===== config.mk =====
export PLATFORM = sky130hd
export DESIGN_NAME = tdiv_cal_timebase
export DESIGN_NICKNAME = d
export VERILOG_FILES = /design/src/rtl/tdiv_pkg.sv /design/src/rtl/tdiv_prescale.sv /design/src/rtl/tdiv_seconds.sv /design/src/rtl/tdiv_testsq.sv /design/src/rtl/tdiv_cal_timebase.sv
export SDC_FILE = /design/constraint.sdc
export NUM_CORES = 1
export LEC_CHECK = 0
export ABC_AREA = 0
export BUFFER_PORTS_ARGS = -buffer_cell sky130_fd_sc_hd__buf_2
export CAP_MARGIN = 10
export CORE_MARGIN = 2
export CORE_UTILIZATION = 36
export CTS_BUF_LIST = sky130_fd_sc_hd__clkbuf_4 sky130_fd_sc_hd__clkbuf_8
export DETAILED_ROUTE_END_ITERATION = 6
export PLACE_DENSITY = 0.57
export SLEW_MARGIN = 0
export SYNTH_ARGS = -nofsm -noshare
export SYNTH_HDL_FRONTEND = slang
export SYNTH_SLANG_ARGS = --single-unit
export TNS_END_PERCENT = 5

===== constraint.sdc =====
create_clock -name clk -period 4.45 [get_ports clk]
set_input_delay 0.89 -clock clk [delete_from_list [all_inputs] [get_ports clk]]
set_output_delay 0.89 -clock clk [all_outputs]
set_load 0.02 [all_outputs]

===== src/rtl/tdiv_pkg.sv =====
// Shared types and constants for the calibrated timebase divider.
// Assumes one minute cycle of 64 positions, held in a 6-bit counter.
package tdiv_pkg;
    localparam int MIN_W = 6;

    typedef enum logic [1:0] {
        TRIM_NONE  = 2'd0,
        TRIM_INS   = 2'd1,
        TRIM_BLANK = 2'd2
    } trim_mode_e;
endpackage


===== src/rtl/tdiv_prescale.sv =====
// Divide-by-2^LO_W stage with trim. Inside an adjust window this stage
// steps by 2 (insert) or by 0 (blank) for a fixed number of enables.
// Assumes win_i and sec_wrap_i come from the seconds stage.
module tdiv_prescale
    import tdiv_pkg::*;
#(
    parameter int LO_W = 8
) (
    input  logic clk,
    input  logic rst_n,
    input  logic osc_en,
    input  logic osc_off,
    input  logic div_clr,
    input  logic win_i,
    input  logic sec_wrap_i,
    input  logic cal_pos,
    output logic carry_o
);
    localparam int LO_DIV = 1 << LO_W;
    localparam int INS_Q  = LO_DIV;
    localparam int BLK_Q  = LO_DIV / 2;
    localparam int ADJ_W  = LO_W + 1;

    logic [LO_W-1:0]  lo_cnt;
    logic [ADJ_W-1:0] adj_cnt;
    logic [LO_W:0]    step;
    logic [LO_W:0]    sum;
    logic             adv;
    trim_mode_e       mode;

    assign adv = osc_en & ~osc_off;

    // Choose the trim action for the current enable.
    always_comb begin
        mode = TRIM_NONE;
        if (win_i) begin
            if (cal_pos && adj_cnt < ADJ_W'(INS_Q))
                mode = TRIM_INS;
            else if (!cal_pos && adj_cnt < ADJ_W'(BLK_Q))
                mode = TRIM_BLANK;
        end
    end

    // Step size for the sub-256 counter and its carry.
    always_comb begin
        case (mode)
            TRIM_INS:   step = (LO_W+1)'(2);
            TRIM_BLANK: step = '0;
            default:    step = (LO_W+1)'(1);
        endcase
        sum     = {1'b0, lo_cnt} + step;
        carry_o = adv & ~div_clr & sum[LO_W];
    end

    // Advance the counter and track trim progress within the second.
    always_ff @(posedge clk) begin
        if (!rst_n) begin
            lo_cnt  <= '0;
            adj_cnt <= '0;
        end else if (div_clr) begin
            lo_cnt  <= '0;
            adj_cnt <= '0;
        end else if (adv) begin
            lo_cnt <= sum[LO_W-1:0];
            if (sec_wrap_i)
                adj_cnt <= '0;
            else if (mode != TRIM_NONE)
                adj_cnt <= adj_cnt + 1'b1;
        end
    end

    // trim progress never exceeds the insertion quota.
    assert_adj_bound_R4: assert property (@(posedge clk) disable iff (!rst_n)
        adj_cnt <= ADJ_W'(INS_Q));

    // outside the window each enable moves the counter by exactly one.
    assert_plain_step_R6: assert property (@(posedge clk) disable iff (!rst_n)
        (adv && !win_i && !div_clr) |=> (lo_cnt == $past(lo_cnt) + LO_W'(1)));

    // with the oscillator off the counter holds.
    assert_off_hold_R9: assert property (@(posedge clk) disable iff (!rst_n)
        (osc_off && !div_clr) |=> $stable(lo_cnt));
endmodule


===== src/rtl/tdiv_seconds.sv =====
// Upper stage: counts prescaler carries into seconds, seconds into
// minutes, and minutes around a 64-position trim cycle. It raises the
// adjust window in second 0 of the first 2N minutes.
// Assumes carry_i is already gated by the divider clear.
module tdiv_seconds
    import tdiv_pkg::*;
#(
    parameter int HI_DIV      = 128,
    parameter int SEC_PER_MIN = 60
) (
    input  logic       clk,
    input  logic       rst_n,
    input  logic       carry_i,
    input  logic       div_clr,
    input  logic [4:0] cal_mag,
    output logic       win_o,
    output logic       sec_wrap_o,
    output logic       tick_o,
    output logic       min_o
);
    localparam int HI_W  = $clog2(HI_DIV);
    localparam int SEC_W = $clog2(SEC_PER_MIN);

    logic [HI_W-1:0]  hi_cnt;
    logic [SEC_W-1:0] sec_cnt;
    logic [MIN_W-1:0] min_cnt;
    logic             hi_last;
    logic             sec_last;

    assign hi_last    = (hi_cnt == HI_W'(HI_DIV - 1));
    assign sec_last   = (sec_cnt == SEC_W'(SEC_PER_MIN - 1));
    assign sec_wrap_o = carry_i & hi_last;
    assign win_o      = (sec_cnt == '0) && (min_cnt < {cal_mag, 1'b0});

    // Count prescaler carries into whole seconds.
    always_ff @(posedge clk) begin
        if (!rst_n || div_clr)
            hi_cnt <= '0;
        else if (carry_i)
            hi_cnt <= hi_last ? '0 : hi_cnt + 1'b1;
    end

    // Track second within minute and minute within the trim cycle.
    always_ff @(posedge clk) begin
        if (!rst_n) begin
            sec_cnt <= '0;
            min_cnt <= '0;
        end else if (sec_wrap_o) begin
            if (sec_last) begin
                sec_cnt <= '0;
                min_cnt <= min_cnt + 1'b1;
            end else begin
                sec_cnt <= sec_cnt + 1'b1;
            end
        end
    end

    // Register the tick and minute strobes.
    always_ff @(posedge clk) begin
        if (!rst_n) begin
            tick_o <= 1'b0;
            min_o  <= 1'b0;
        end else begin
            tick_o <= sec_wrap_o;
            min_o  <= sec_wrap_o & sec_last;
        end
    end

    // the minute strobe only comes with a tick.
    assert_min_on_tick_R3: assert property (@(posedge clk) disable iff (!rst_n)
        min_o |-> tick_o);

    // the tick is a single-cycle pulse.
    assert_tick_pulse_R10: assert property (@(posedge clk) disable iff (!rst_n)
        tick_o |=> !tick_o);
endmodule


===== src/rtl/tdiv_testsq.sv =====
// Untrimmed square-wave divider for frequency test. It counts every
// advancing enable, whatever the trim state.
// Assumes the enable rate is 2^SQ_W times the wanted output rate.
module tdiv_testsq #(
    parameter int SQ_W = 6
) (
    input  logic clk,
    input  logic rst_n,
    input  logic osc_en,
    input  logic osc_off,
    input  logic div_clr,
    output logic sq_o
);
    logic [SQ_W-1:0] sq_cnt;
    logic            adv;

    assign adv  = osc_en & ~osc_off;
    assign sq_o = sq_cnt[SQ_W-1];

    // Free-running count of oscillator enables.
    always_ff @(posedge clk) begin
        if (!rst_n || div_clr)
            sq_cnt <= '0;
        else if (adv)
            sq_cnt <= sq_cnt + 1'b1;
    end

    // the output holds while no enable advances.
    assert_sq_hold_R9: assert property (@(posedge clk) disable iff (!rst_n)
        (!adv && !div_clr) |=> $stable(sq_o));
endmodule


===== src/rtl/tdiv_cal_timebase.sv =====
// Top of the calibrated timebase divider. It joins the trimmed prescaler,
// the seconds/minute stage and the untrimmed test square wave.
// Assumes osc_en is a one-cycle pulse per oscillator period.
module tdiv_cal_timebase #(
    parameter int LO_W        = 8,
    parameter int HI_DIV      = 128,
    parameter int SEC_PER_MIN = 60,
    parameter int SQ_W        = 6
) (
    input  logic       clk,
    input  logic       rst_n,
    input  logic       osc_en,
    input  logic       osc_off,
    input  logic       div_clr,
    input  logic [4:0] cal_mag,
    input  logic       cal_pos,
    output logic       tick_1hz,
    output logic       min_stb,
    output logic       sq_512
);
    logic carry;
    logic win;
    logic sec_wrap;

    tdiv_prescale #(.LO_W(LO_W)) u_pre (
        .clk        (clk),
        .rst_n      (rst_n),
        .osc_en     (osc_en),
        .osc_off    (osc_off),
        .div_clr    (div_clr),
        .win_i      (win),
        .sec_wrap_i (sec_wrap),
        .cal_pos    (cal_pos),
        .carry_o    (carry)
    );

    tdiv_seconds #(.HI_DIV(HI_DIV), .SEC_PER_MIN(SEC_PER_MIN)) u_sec (
        .clk        (clk),
        .rst_n      (rst_n),
        .carry_i    (carry),
        .div_clr    (div_clr),
        .cal_mag    (cal_mag),
        .win_o      (win),
        .sec_wrap_o (sec_wrap),
        .tick_o     (tick_1hz),
        .min_o      (min_stb)
    );

    tdiv_testsq #(.SQ_W(SQ_W)) u_sq (
        .clk     (clk),
        .rst_n   (rst_n),
        .osc_en  (osc_en),
        .osc_off (osc_off),
        .div_clr (div_clr),
        .sq_o    (sq_512)
    );
endmodule


==> run summary, run 1 <==
run status - finished clean
# DRC - 0
Slew headroom - 0.435
final period utilization - 0.930
synth cell count leaders - 44 x dfxtp_1, 26 x nor2_1, 24 x nand2_1
Design Power - 0.734 mW
Num CTS Buffers - 5
leakage power - 0.930 nW
CTS Sinks - 44
CORE AREA - 5960 um^2
Diodes inserted - 0
maximum buffer depth of the clock tree - 2
cell-internal power - 0.575 mW
Post-Synth Adder-Cell Area - 0.0820
Placer Congestion - 0.777
Mean Syn Cell Area - 8.60 um^2
switching power - 0.159 mW
Core Util, Final - 0.421
worst setup margin - 312 ps
via/cell ratio - 5.10
Tmin final - 4140 ps
Post-Syn Instances - 259
Final Slew Violations - 0
IO Port Bufs - 13
area of the multi-input gates - 1250 um^2
Hold EP - u_pre.lo_cnt[0]
Simple-Gate Fraction of Synth Area - 0.292
Post-synth ARST share - 0
RSZ-0062 raised after global routing - false
area grow syn2layout - 12.6%
Clock Pin Slew Worst Setup and Hold Paths - 80 ps
Fin. Hold Viols - 0
#FFs+latches synth - 44
vias in the first global route - 1683
via count - 1796
Hold Startpoint - u_pre.lo_cnt[0]
cell taking the most area after synthesis - dfxtp_1
all-layer global routing usage - 0.142
pin count of the biggest net entering global routing - 22
multiplexer share of the synthesized area - 0.00449
Place WS - -0.164 ps
reg2reg setup slack - 640 ps
count leader, synth - dfxtp_1
main combinational cell family by area after synthesis - simple AND/OR/NAND/NOR gates
Hold Path Depth - 2
DIE AREA - 6840 um^2
setup TNS - 0 ps
post-synthesis compound-gate area fraction - 0.109
row count - 28
Detailed Route WL - 4.41 mm
post-synthesis xor/xnor area fraction - 0.0747
slew at the pin closest to its max-slew limit - 846 ps
Crit Reg-Reg Endpoint - u_sec.min_cnt[0]
syn nets - 284
DRT Pass-1 Iters - 4
switching share of power - 0.217
Clk pwr share - 0.413
Worst EP arrival - 4360 ps
post-DP HPWL - 3.12 mm
min-delay worst type - reg2reg
Worst Reg-to-Reg Cells - 14
Distinct cells, synth - 40
WS Path Type - in2reg
CP required - 4670 ps
Most used DFF post-synth - dfxtp_1
layout cells sized above 1 - 0.119
top cell type's share of synthesized area - 0.395
Peak VDD IR - 0.000163 V
P per Cell Area - 293 nW/um^2
post-route clock skew - 3.41 ps
post-synthesis sequential area ratio - 0.395
Yosys Warn Count - 0
FF-to-FF Start - u_sec.min_cnt[2]
# setup viols final - 0
initial antenna violation count - 0
CP max FO - 14
first-pass GRT wire length - 7.45 mm
mapped cell area - 2230 um^2
startpoint types - input pin
filler instances - 606
Skew-Pair Late Insertion Delay - 290 ps
Die Height - 82.7 um
clock root buffer - clkbuf_8
Hold-fix buffers, CTS - 0
fmax - 242 MHz
Comb pwr share - 0.048
hold_ws - 469 ps
number of gates resized after cts - 0
CTS tree - built
grt ovf - 0
1st-iter DRT viols - 53
Post-layout nets - 301
post-CTS setup repair buffer count - 0
Initial Util - 0.374
EDFF count, synth - 0
total of max-cap violations - 0
Setup crit end kind - flop
sequential share of power - 0.539
Area contributors post-synth - dfxtp_1 40%, ha_1 7.3%, a21oi_1 4.5%
routed wire length per instance - 12.5 um
post-route antenna net violation count - 0
chip width - 82.7 um
H-tree depth - 2
Top Ports - 14
sequential cell area - 881 um^2
==> state kept, by name (all words and copies together) (netlist names) <==
register,count
u_sec.min_o,1
u_sec.min_cnt,6
u_sec.sec_cnt,6
u_sq.sq_cnt,6
u_sec.tick_o,1
u_pre.lo_cnt,8
u_sec.hi_cnt,7
u_pre.adj_cnt,9
==> metrics by stage <==
step / std cells / area [um^2]
6_report: 352 / 2510
5_1_grt: 352 / 2510
4_1_cts: 352 / 2510
3_5_place_dp: 344 / 2400
3_3_place_gp: 344 / 2400
2_1_floorplan: 259 / 2230
==> cell families after synthesis <==
family / after synthesis
xor+xnor: 19
simple gates: 117
buf+inv: 23
mux: 1
flops: 44
fa+ha+maj: 14
compound gates: 41
==> worst max-delay path, stage by stage <==
cell,delay (ps)
buf_2,70
inv_1,30
ha_1,270
a211o_1,250
a21oi_1,220
nand2_1,120
ha_1,300
inv_1,60
ha_1,150
inv_1,60
fa_1,390
nand4bb_4,210
or4_4,640
buf_4,210
or3_1,340
a21oi_1,140
==> area by class of cell <==
cell class / count / share of cell area
multi-input cells: 192 / 0.499
flip-flops and latches: 44 / 0.351
repair buffers: 21 / 0.0499
well taps: 75 / 0.0374
clock buffers: 5 / 0.0274
inverters: 12 / 0.0179
clock inverters: 3 / 0.0169
==> how the worst max path moves through the flow <==
stage / startpoint / endpoint / slack (ps)
after floorplan: cal_mag[1] / u_sec.min_cnt[5] / 170
after global placement: cal_mag[1] / u_sec.min_cnt[0] / 100
after detailed placement: cal_mag[1] / u_sec.min_cnt[0] / -0.2
after CTS: cal_mag[1] / u_sec.min_cnt[0] / 310
after global routing: cal_mag[1] / u_sec.min_cnt[4] / 60
final: cal_mag[1] / u_sec.min_cnt[0] / 310
==> layer usage <==
metal,track usage,wire length (um),vias up
met5,0,0,-
met4,0.0492,48,0
met3,0.0359,154,4
met2,0.234,1970,24
met1,0.180,2240,815
li1,-,-,953
==> power by group through the flow <==
stage | Combinational (mW) | Sequential [mW] | Clock [mW]
2_1_floorplan | 0.0211 | 0.405 | 0
3_3_place_gp | 0.0350 | 0.405 | 0
3_5_place_dp | 0.0353 | 0.405 | 0
4_1_cts | 0.0355 | 0.396 | 0.319
5_1_grt | 0.0401 | 0.396 | 0.334
6_report | 0.0353 | 0.396 | 0.303
==> layout by cell type, fill, tap and decap left out, types with 2 or more instances in the layout <==
cell and n:
nand3_1 11, a31oi_1 2, o21ai_0 7, xnor2_1 8, nor2_1 26, nand4_1 9
nor2b_1 4, clkbuf_8 5, and3_1 2, a21oi_1 20, buf_2 13, nand2b_1 4
or4_1 8, nand4b_1 2, and4_1 2, buf_4 8, ha_1 13, inv_1 12
o31ai_1 7, dfxtp_1 44, and2_1 2, nand2_1 24, or3_1 6, nor3b_1 2
xor2_1 11, nor4_1 4, nor3_1 4
Power figures use the tool's default switching activity.
==> run 2: changes to the inputs <==
CORE_UTILIZATION = 56   (was 36)
HOLD_SLACK_MARGIN = 0.03   (was not set)
PLACE_DENSITY = 0.8   (was 0.57)
REMOVE_ABC_BUFFERS = 1   (was not set)
==> run summary, run 2 (synthesis gave the netlist of run 1 again) <==
CP max FO - 18
post-CTS setup repair buffer count - 0
switching power - 0.158 mW
post-DP HPWL - 2.96 mm
Top Ports - 14
via/cell ratio - 5.68
Die Height - 67.1 um
run status - finished clean
most frequent cells in the layout - 44 x dfxtp_1, 26 x nor2_1, 24 x nand2_1, 20 x a21oi_1
min-delay worst type - reg2reg
Skew-Pair Late Insertion Delay - 300 ps
Peak VDD IR - 0.000240 V
CTS Sinks - 44
sequential share of power - 0.567
vias in the first global route - 1672
Worst EP arrival - 4370 ps
area grow syn2layout - 9.49%
post-route clock skew - 10.6 ps
Slew headroom - 0.493
Setup crit end kind - flop
chip width - 67.1 um
max reg flops - 9
Post-layout nets - 298
initial antenna violation count - 0
Fin. Hold Viols - 0
Comb pwr share - 0.046
Num CTS Buffers - 5
Final Slew Violations - 0
final period utilization - 0.930
switching share of power - 0.226
1st-iter DRT viols - 102
all-layer global routing usage - 0.216
Initial Util - 0.595
CTS tree - built
total of max-cap violations - 0
WS Path Type - in2reg
Diodes inserted - 0
filler instances - 346
Non-Filler Instances - 322
Hold-fix buffers, CTS - 0
clock root buffer - clkbuf_8
Tmin final - 4140 ps
layout cells sized above 1 - 0.109
RSZ-0062 raised after global routing - false
Clk pwr share - 0.386
CP required - 4680 ps
most common cell after layout, fill and taps aside - dfxtp_1
number of gates resized after cts - 0
pin count of the biggest net entering global routing - 22
P per Cell Area - 286 nW/um^2
CORE AREA - 3740 um^2
first-pass GRT wire length - 7.28 mm
IO Port Bufs - 13
setup TNS - 0 ps
DIE AREA - 4500 um^2
startpoint types - input pin
# setup viols final - 0
Largest regs - u_pre.adj_cnt: 9 flops, u_pre.lo_cnt: 8 flops, u_sec.hi_cnt: 7 flops
H-tree depth - 2
placed insts - 314
Detailed Route WL - 4.09 mm
post-route antenna net violation count - 0
# DRC - 0
via count - 1828
DRT Pass-1 Iters - 4
routed wire length per instance - 12.7 um
Placer Congestion - 0.789
fmax - 242 MHz
leakage power - 0.910 nW
grt ovf - 0
maximum buffer depth of the clock tree - 2
row count - 22
slew at the pin closest to its max-slew limit - 760 ps
cell-internal power - 0.540 mW
Reg with most FFs - u_pre.adj_cnt
Clock Pin Slew Worst Setup and Hold Paths - 80 ps
run 2: cell types whose count changed in the layout (fill, tap and decap cells not counted):
cell,before,now
buf_4,8,5
bufinv_16,1,0
clkbuf_4,0,1
clkbuf_8,5,6
clkinv_2,1,0
run 2: stage by stage:
stage                     setup slack (ps)  instance area [um^2]  hold WS, ps  total power [mW]  utilization
final                                  311                  2440          478             0.698        0.652
after global routing                  80.5                  2440          497             0.724        0.652
after CTS                              310                  2440          473             0.705        0.652
after detailed placement             -7.60                  2340          461             0.437        0.626
after global placement                 108                  2340          456             0.437        0.626
after floorplan                        202                  2180          441             0.424            -
run 2: cell type report:
cell class	instances	area [um^2]	share of cell area
Multi-Input combinational cell	192	1250	0.514
Sequential cell	44	881	0.361
Timing Repair Buffer	18	103	0.0421
Clock buffer	7	90.1	0.0369
Tap cell	48	60.1	0.0246
Inverter	12	45.0	0.0185
Clock inverter	1	7.51	0.00308
run 2: worst paths after layout:
check / startpoint / end / slack [ps] / cells past startpoint
max reg2reg: u_sec.min_cnt[2] / u_sec.min_cnt[5] / 630 / 13
min reg2reg: u_pre.lo_cnt[0] / u_pre.lo_cnt[0] / 480 / 2
max: cal_mag[1] / u_sec.min_cnt[5] / 310 / 15
min: u_pre.lo_cnt[0] / u_pre.lo_cnt[0] / 480 / 2
run 2: power groups by stage:
stage	Clock, mW	Sequential (mW)	Combinational, mW
global placement	0	0.405	0.0317
finish	0.270	0.396	0.0323
floorplan	0	0.405	0.0196
detailed placement	0	0.405	0.0319
CTS	0.277	0.396	0.0324
global route	0.291	0.396	0.0374
run 2: layer usage:
layer  vias to the layer above  share of wire  GRT usage
li1                        948              -          -
met1                       843           0.47      0.277
met2                        30           0.47      0.338
met3                         7          0.039     0.0659
met4                         0          0.018     0.0842
met5                         -              0          0
run 2: critical path, cell delays in order:
cell and delay [ps]:
buf_2 80, inv_1 30, ha_1 270, a211o_1 250, a21oi_1 230, nand2_1 120
ha_1 290, inv_1 60, ha_1 150, inv_1 60, fa_1 380, nand4bb_4 200
or4_4 660, or4_1 540, a21oi_1 150
